**src/rtl/vpc_pkg.sv**
```systemverilog
// Shared types for the vectored interrupt priority controller.
// Assumes vectors are at least 4 bits wide, so a 4-bit class field exists.
package vpc_pkg;
    localparam int CLASS_W = 4;

    // Outcome of an acknowledge strobe.
    typedef enum logic [1:0] {
        ACK_IDLE  = 2'd0,
        ACK_GRANT = 2'd1,
        ACK_SPUR  = 2'd2
    } ack_kind_e;
endpackage

```
**src/rtl/vpc_top_finder.sv**
```systemverilog
// Finds the highest-numbered set bit of a wide vector.
// Works in two levels: each group of GRP bits finds its own top bit, then the
// highest non-empty group wins. Assumes N is a multiple of GRP and GRP >= 2.
// When no bit is set, any is 0 and idx is 0.
module vpc_top_finder #(
    parameter int N   = 256,
    parameter int GRP = 16
) (
    input  logic [N-1:0]         bits,
    output logic                 any,
    output logic [$clog2(N)-1:0] idx
);
    localparam int NG = N / GRP;
    localparam int IW = $clog2(N);
    localparam int GW = $clog2(GRP);

    logic [NG-1:0] g_any;
    logic [GW-1:0] g_idx [NG];

    for (genvar g = 0; g < NG; g++) begin : gen_grp
        logic          loc_any;
        logic [GW-1:0] loc_idx;

        // Top set bit inside one group.
        always_comb begin
            loc_any = |bits[g*GRP +: GRP];
            loc_idx = '0;
            for (int i = 0; i < GRP; i++) begin
                if (bits[g*GRP + i]) loc_idx = GW'(i);
            end
        end

        assign g_any[g] = loc_any;
        assign g_idx[g] = loc_idx;
    end

    // Pick the highest non-empty group and build the full index.
    always_comb begin
        any = |g_any;
        idx = '0;
        for (int g = 0; g < NG; g++) begin
            if (g_any[g]) idx = IW'(g * GRP) + IW'(g_idx[g]);
        end
    end
endmodule

```
**src/rtl/vpc_vec_regs.sv**
```systemverilog
// Holds the request, in-service and trigger-type vector sets.
// Assumes the caller grants an acknowledge only on a vector present in the
// request set and retires only a vector present in the in-service set.
// A set pulse wins over a grant clearing the same request bit.
module vpc_vec_regs #(
    parameter int N  = 256,
    parameter int VW = $clog2(N)
) (
    input  logic          clk,
    input  logic          rst_n,
    input  logic          set_valid,
    input  logic [VW-1:0] set_vec,
    input  logic          set_level,
    input  logic          take,
    input  logic [VW-1:0] take_vec,
    input  logic          retire,
    input  logic [VW-1:0] retire_vec,
    output logic [N-1:0]  irr,
    output logic [N-1:0]  isr,
    output logic [N-1:0]  tmr
);
    logic [N-1:0] set_mask;
    logic [N-1:0] take_mask;
    logic [N-1:0] retire_mask;

    // One-hot masks for each event this cycle.
    always_comb begin
        set_mask    = set_valid ? (N'(1) << set_vec)    : '0;
        take_mask   = take      ? (N'(1) << take_vec)   : '0;
        retire_mask = retire    ? (N'(1) << retire_vec) : '0;
    end

    // Request and in-service set update.
    always_ff @(posedge clk) begin
        if (!rst_n) begin
            irr <= '0;
            isr <= '0;
        end else begin
            irr <= (irr & ~take_mask) | set_mask;
            isr <= (isr & ~retire_mask) | take_mask;
        end
    end

    // Trigger-type record for each set pulse.
    always_ff @(posedge clk) begin
        if (!rst_n) begin
            tmr <= '0;
        end else if (set_valid) begin
            tmr[set_vec] <= set_level;
        end
    end

    assert_set_records_R2: assert property (@(posedge clk) disable iff (!rst_n)
        set_valid |=> (irr[$past(set_vec)] && tmr[$past(set_vec)] == $past(set_level)));

    assert_grant_moves_R5: assert property (@(posedge clk) disable iff (!rst_n)
        take |=> isr[$past(take_vec)]);

    assert_retire_clears_R8: assert property (@(posedge clk) disable iff (!rst_n)
        (retire && !(take && take_vec == retire_vec)) |=> !isr[$past(retire_vec)]);

    assert_idle_holds_R7: assert property (@(posedge clk) disable iff (!rst_n)
        (!set_valid && !take && !retire) |=> ($stable(irr) && $stable(isr)));
endmodule

```
**src/rtl/vpc_prio_eval.sv**
```systemverilog
// Derives the processor priority and the pending line from the task
// priority and the top entries of the request and in-service sets.
// Purely combinational; clk and rst_n only clock its assertions.
// Assumes the top indices are 0 when their set is empty.
module vpc_prio_eval #(
    parameter int VW = 8
) (
    input  logic          clk,
    input  logic          rst_n,
    input  logic          sw_en,
    input  logic [VW-1:0] tpr,
    input  logic          irr_any,
    input  logic [VW-1:0] irr_top,
    input  logic          isr_any,
    input  logic [VW-1:0] isr_top,
    output logic [VW-1:0] ppr,
    output logic          pending,
    output logic          ack_block
);
    import vpc_pkg::*;

    localparam int LOW_W = VW - CLASS_W;

    logic [CLASS_W-1:0] tpr_cls;
    logic [CLASS_W-1:0] isr_cls;
    logic [CLASS_W-1:0] irr_cls;
    logic [CLASS_W-1:0] ppr_cls;

    // Class fields of the inputs; an empty in-service set is class 0.
    always_comb begin
        tpr_cls = tpr[VW-1 -: CLASS_W];
        isr_cls = isr_any ? isr_top[VW-1 -: CLASS_W] : '0;
        irr_cls = irr_top[VW-1 -: CLASS_W];
    end

    // Processor priority: task priority or in-service class, whichever is higher.
    always_comb begin
        if (tpr_cls >= isr_cls) ppr = tpr;
        else                    ppr = {isr_cls, {LOW_W{1'b0}}};
        ppr_cls = ppr[VW-1 -: CLASS_W];
    end

    // Pending line and the acknowledge block against the task priority.
    always_comb begin
        pending   = sw_en && irr_any && ((ppr == '0) || (irr_cls > ppr_cls));
        ack_block = (tpr != '0) && (irr_top <= tpr);
    end

    assert_ppr_floor_R3: assert property (@(posedge clk) disable iff (!rst_n)
        (ppr[VW-1 -: CLASS_W] >= tpr[VW-1 -: CLASS_W]) &&
        (!isr_any || ppr[VW-1 -: CLASS_W] >= isr_top[VW-1 -: CLASS_W]));

    assert_pending_needs_enable_R4: assert property (@(posedge clk) disable iff (!rst_n)
        pending |-> (sw_en && irr_any));
endmodule

```
**src/rtl/vec_prio_ctrl.sv**
```systemverilog
// Top of the vectored interrupt priority controller.
// Holds the task priority and spurious registers, decides each acknowledge,
// and ties the vector sets to the priority evaluation.
// Assumes one acknowledge and one end-of-interrupt strobe at most per cycle;
// both act on the state present before the clock edge.
module vec_prio_ctrl #(
    parameter int NUM_VEC = 256,
    parameter int GRP     = 16,
    parameter int VW      = $clog2(NUM_VEC),
    parameter int SPUR_W  = VW + 1,
    parameter int WDATA_W = 16
) (
    input  logic               clk,
    input  logic               rst_n,
    input  logic               set_valid,
    input  logic [VW-1:0]      set_vector,
    input  logic               set_level,
    input  logic               ack_req,
    input  logic               eoi_req,
    input  logic               tpr_wr,
    input  logic [VW-1:0]      tpr_wdata,
    input  logic               spur_wr,
    input  logic [WDATA_W-1:0] spur_wdata,
    output logic               ack_done,
    output logic [VW-1:0]      ack_vector,
    output logic               irq_pending,
    output logic [VW-1:0]      tpr,
    output logic [SPUR_W-1:0]  spur,
    output logic [VW-1:0]      ppr,
    output logic [NUM_VEC-1:0] irr_bits,
    output logic [NUM_VEC-1:0] isr_bits,
    output logic [NUM_VEC-1:0] tmr_bits
);
    import vpc_pkg::*;

    localparam logic [SPUR_W-1:0] SPUR_RESET = SPUR_W'((1 << VW) - 1);

    logic          irr_any, isr_any;
    logic [VW-1:0] irr_top, isr_top;
    logic          sw_en;
    logic          ack_block;
    logic          eoi_do;
    ack_kind_e     ack_kind;

    assign sw_en = spur[SPUR_W-1];

    // Classify the acknowledge strobe.
    always_comb begin
        if (!ack_req)                            ack_kind = ACK_IDLE;
        else if (!sw_en || !irr_any || ack_block) ack_kind = ACK_SPUR;
        else                                     ack_kind = ACK_GRANT;
        eoi_do = eoi_req && isr_any;
    end

    // Task priority and spurious register writes.
    always_ff @(posedge clk) begin
        if (!rst_n) begin
            tpr  <= '0;
            spur <= SPUR_RESET;
        end else begin
            if (tpr_wr)  tpr  <= tpr_wdata;
            if (spur_wr) spur <= spur_wdata[SPUR_W-1:0];
        end
    end

    // Registered acknowledge result.
    always_ff @(posedge clk) begin
        if (!rst_n) begin
            ack_done   <= 1'b0;
            ack_vector <= '0;
        end else begin
            ack_done <= (ack_kind != ACK_IDLE);
            if (ack_kind == ACK_GRANT)     ack_vector <= irr_top;
            else if (ack_kind == ACK_SPUR) ack_vector <= spur[VW-1:0];
        end
    end

    vpc_top_finder #(.N(NUM_VEC), .GRP(GRP)) u_irr_find (
        .bits (irr_bits),
        .any  (irr_any),
        .idx  (irr_top)
    );

    vpc_top_finder #(.N(NUM_VEC), .GRP(GRP)) u_isr_find (
        .bits (isr_bits),
        .any  (isr_any),
        .idx  (isr_top)
    );

    vpc_vec_regs #(.N(NUM_VEC), .VW(VW)) u_regs (
        .clk        (clk),
        .rst_n      (rst_n),
        .set_valid  (set_valid),
        .set_vec    (set_vector),
        .set_level  (set_level),
        .take       (ack_kind == ACK_GRANT),
        .take_vec   (irr_top),
        .retire     (eoi_do),
        .retire_vec (isr_top),
        .irr        (irr_bits),
        .isr        (isr_bits),
        .tmr        (tmr_bits)
    );

    vpc_prio_eval #(.VW(VW)) u_eval (
        .clk       (clk),
        .rst_n     (rst_n),
        .sw_en     (sw_en),
        .tpr       (tpr),
        .irr_any   (irr_any),
        .irr_top   (irr_top),
        .isr_any   (isr_any),
        .isr_top   (isr_top),
        .ppr       (ppr),
        .pending   (irq_pending),
        .ack_block (ack_block)
    );

    assert_spur_write_R9: assert property (@(posedge clk) disable iff (!rst_n)
        spur_wr |=> (spur == $past(spur_wdata[SPUR_W-1:0])));

    assert_tpr_write_R10: assert property (@(posedge clk) disable iff (!rst_n)
        tpr_wr |=> (tpr == $past(tpr_wdata)));

    assert_spur_return_R6_R7: assert property (@(posedge clk) disable iff (!rst_n)
        (ack_req && (!sw_en || !irr_any || ack_block)) |=>
            (ack_done && ack_vector == $past(spur[VW-1:0])));

    assert_eoi_empty_R8: assert property (@(posedge clk) disable iff (!rst_n)
        (eoi_req && !isr_any && !ack_req) |=> $stable(isr_bits));
endmodule

```
**config.mk**
```make
export PLATFORM = sky130hd
export DESIGN_NAME = vec_prio_ctrl
export DESIGN_NICKNAME = d
export VERILOG_FILES = /design/src/rtl/vpc_pkg.sv /design/src/rtl/vpc_top_finder.sv /design/src/rtl/vpc_vec_regs.sv /design/src/rtl/vpc_prio_eval.sv /design/src/rtl/vec_prio_ctrl.sv
export SDC_FILE = /design/constraint.sdc
export NUM_CORES = 2
export LEC_CHECK = 0
export BUFFER_PORTS_ARGS = -buffer_cell sky130_fd_sc_hd__buf_2
export CORE_AREA = 2 2 324 326
export CTS_BUF_LIST = sky130_fd_sc_hd__clkbuf_16
export CTS_CLUSTER_DIAMETER = 50
export CTS_CLUSTER_SIZE = 30
export DETAILED_ROUTE_END_ITERATION = 12
export DIE_AREA = 0 0 326 328
export GPL_TIMING_DRIVEN = 0
export PLACE_DENSITY = 0.71
export REMOVE_ABC_BUFFERS = 1
export SLEW_MARGIN = 20
export SYNTH_ARGS = -nofsm -noshare
export SYNTH_HDL_FRONTEND = slang
export SYNTH_HIERARCHICAL = 1
export SYNTH_SLANG_ARGS = --single-unit
```
**constraint.sdc**
```tcl
create_clock -name clk -period 6.3 [get_ports clk]
set_clock_uncertainty 0.15 [all_clocks]
set_input_delay 0.63 -clock clk [delete_from_list [all_inputs] [get_ports clk]]
set_output_delay 0.63 -clock clk [all_outputs]
set_load 0.05 [all_outputs]
```
==> run_results.csv <==
group,metric,value,unit
clock_tree,cts_sinks,794,
critical_path,path_delay_family,"compound AO/OA/AOI/OAI gates",
floorplan,pin_count,843,
finish,drive_gt1_share,27.0,%
detailed_routing,wl_met1,78.6,mm
detailed_routing,drtPass1Iterations,8,
place,dp_hpwl,158,mm
yosys,synth_ff_type,"dfxtp_1",
outcome,violations,"negative setup slack",
grt,grt_remaining_overflow,0,
timing,timing.final.crit_share,103,%
detailed_routing,wl_per_cell,32.6,um
finish,syn_to_final_growth,27.1,%
detailed_routing,drtIter0Drc,6040,
place,portBuffers,835,
timing,rsz0062_at_grt,"true",
power,fin_total_pwr,12.9,mW
timing,finalCriticalPeriod,6.47,ns
detailed_routing,wl_met2,90.6,mm
yosys,avgSynthCellArea,8.64,um2
finish,stdcell_count,6536,
grt,antenna_found_initial,6,
critical_path,crit_chain,"or4_1 -> and4b_2 -> nand2_1 -> a21oi_2 -> nor2_1 -> o21ai_1 -> a31oi_2 -> o31ai_4 -> and2_4 -> ha_1 -> nand2b_4 -> a2111oi_4 -> a21oi_4 -> mux2_1 -> ha_1 -> a31o_2 -> o311a_1 -> o32ai_2 -> buf_6",
detailed_routing,drc,0,
timing,finalSetupViolations,12,
floorplan,fp.dieW,326,um
outcome,outcome,"finished, violations left",
job,drv_cap,0,
yosys,yosysWarnings,6,
clock_tree,cts_tree,"yes",
critical_path,max_stage_delay,0.56,ns
grt,grt_pass1_vias,38042,
clock_tree,clock_latency,0.75,ns
critical_path,cp_num_buf_inv,1,
place,gp_congestion,0.987,
clock_tree,cts_root_buf,"clkbuf_16",
floorplan,rows,118,
timing,setup_tns,-0.340,ns
floorplan,die_h,328,um
timing,relSlewSlack,22.5,%
yosys,yosysSeqAreaShare,41.1,%
yosys,synth_top_area_share,41.1,%
detailed_routing,maxUsedRoutingLayer,"met5",
yosys,synth.most_common_cell,"dfxtp_1",
detailed_routing,vias_per_cell,6.54,
yosys,async_flop_share,0,%
timing,hold_violations,0,
detailed_routing,dr_total_vias,42773,
yosys,syn_area,38700,um2
clock_tree,clock_path_buffers,3,
yosys,synth_edf_count,0,
yosys,synth_cell_types,86,
timing,fin_ws,-0.169,ns
finish,final_area,49200,um2
timing,worstMarginPinSlew,1.16,ns
power,p_per_area,262,nW/um2
yosys,ys_ff_latch,794,
finish,fin_util,47.6,%
detailed_routing,drtAntennaViolNets,0,
grt,grt_util_all_layers,37.5,%
grt,grt_pass1_wl,293,mm
grt,grt_max_degree,132,
yosys,synth_cells,4476,
clock_tree,clk_pin_slew,0.06,ns
critical_path,startpoint_type,"flop",
yosys,synthTopCellsByCount,"dfxtp_1 (794), nand2_1 (441), clkbuf_1 (377), nor3_1 (374), o311ai_0 (230)",
clock_tree,h-tree-depth,3,
power,peakVddDrop,0.261,mV
critical_path,crit_type,"flop to output port",
yosys,synth_top_cell_by_area,"dfxtp_1",
critical_path,critPathSlowestCell,"or4_1",
critical_path,cp-end-kind,"output port",
floorplan,initial_utilization,37.5,%
critical_path,cp.required,5.52,ns
critical_path,path_max_fanout,11,
place,dpl-instance-area,43900,um2
floorplan,die_area,107000,um2
timing,slew_viol_final,0,
place,place_worst_setup_slack,-1.14,ns
timing,whs,0.0242,ns
detailed_routing,wl_met3,28.3,mm
critical_path,cp.arrival,5.69,ns
power,p_leak,19.3,nW
clock_tree,cts_buffers,107,
worst_hold_path,hold_path.class,"input port to flop",
place,dp_cells,6285,
yosys,yosys-top-cells-area,"dfxtp_1 (41%), o311ai_0 (5.2%), nor3_1 (4.8%)",
detailed_routing,wirelength,213,mm
timing,max_freq,155,MHz
finish,fin_nets,5117,
critical_path,cpMostUsedCell,"ha_1",
floorplan,core_area,103000,um2
[sequential cells by signal, summed over array words and instances (netlist names)]
| register | cells |
|---|---|
| tpr | 8 |
| u_regs/tmr | 256 |
| u_regs/isr | 256 |
| spur | 9 |
| ack_vector | 8 |
| ack_done | 1 |
| u_regs/irr | 256 |
[kinds of logic after synthesis]
group | after synthesis | share of synthesized area [%]
multiplexers | 129 | 3.36
AO/OA/AOI/OAI | 1501 | 29.4
AND/OR/NAND/NOR | 1463 | 19.6
flip-flops | 794 | 41.1
adder cells (fa/ha/maj) | 16 | 0.518
buffers and inverters | 573 | 5.99
[routing by layer]
layer | vias up | GRT usage [%]
li1 | 18496 | -
met2 | 3096 | 55.3
met4 | 8 | 23.3
met1 | 20525 | 46.5
met3 | 648 | 13.4
met5 | - | 0
[cells in the final DEF (no fill, tap or decap), types with 17 or more instances in the layout]
cell and instances:
o31ai_1 40, o22ai_1 147, o31a_1 206, inv_6 21, o21a_1 211, nor3_4 23, o41ai_1 155, mux2i_1 127
nor4_1 84, buf_16 18, a21oi_1 110, clkinv_8 18, nand4bb_1 17, nor2b_1 36, nor4_2 23, or2_2 32
or4_1 22, nand2_1 433, buf_4 41, a211oi_1 30, o2bb2ai_1 82, nand3_1 20, nor2_1 189, nor3_1 278
buf_2 837, dfxtp_1 793, clkbuf_16 107, inv_8 18, nand4b_1 18, o311ai_0 230, o21ai_0 132, nand4_1 31
inv_1 113, nand2b_1 41, nor3_2 80, o211ai_1 17, a31oi_1 27
[layout make-up]
cell class              instances  area [um2]
diodes                          1        2.50
clock buffers                 107        2680
clock inverters                96        1190
fillers                      9920       54000
inverters                     111         429
multi-input cells            3110       21700
flip-flops and latches        794       15900
well taps                    1380        1730
repair buffers                937        5540
[worst paths after layout]
path,startpoint,to,slack (ns),depth (start not counted)
max reg2reg,u_regs/irr[17],u_regs/irr[239],-0.06,19
min,spur_wdata[4],spur[4],0.02,3
max,u_regs/isr[41],irq_pending,-0.17,19
min reg2reg,u_regs/tmr[14],u_regs/tmr[14],0.31,2
[worst min-delay path, stage by stage]
cell	delay, ns
buf_2	0.08
mux2i_1	0.06
nand2_1	0.07
[where the power goes]
part | total (mW) | leakage (nW) | internal, mW | switching (mW)
clock network | 6.46 | 1.87 | 3.46 | 3.00
logic | 1.36 | 11.0 | 0.288 | 1.08
registers | 5.06 | 6.40 | 5.04 | 0.0197
[repair_timing]
item                       4_1_cts  5_1_grt
resized for setup              105       84
buffers inserted                23       18
setup endpoints to repair      516      465
cloned                           0        1
pin swaps                       11       15
hold endpoints to repair         5        0
hold buffers                     5        0
Note: power is estimated with default switching activity, not from simulation.
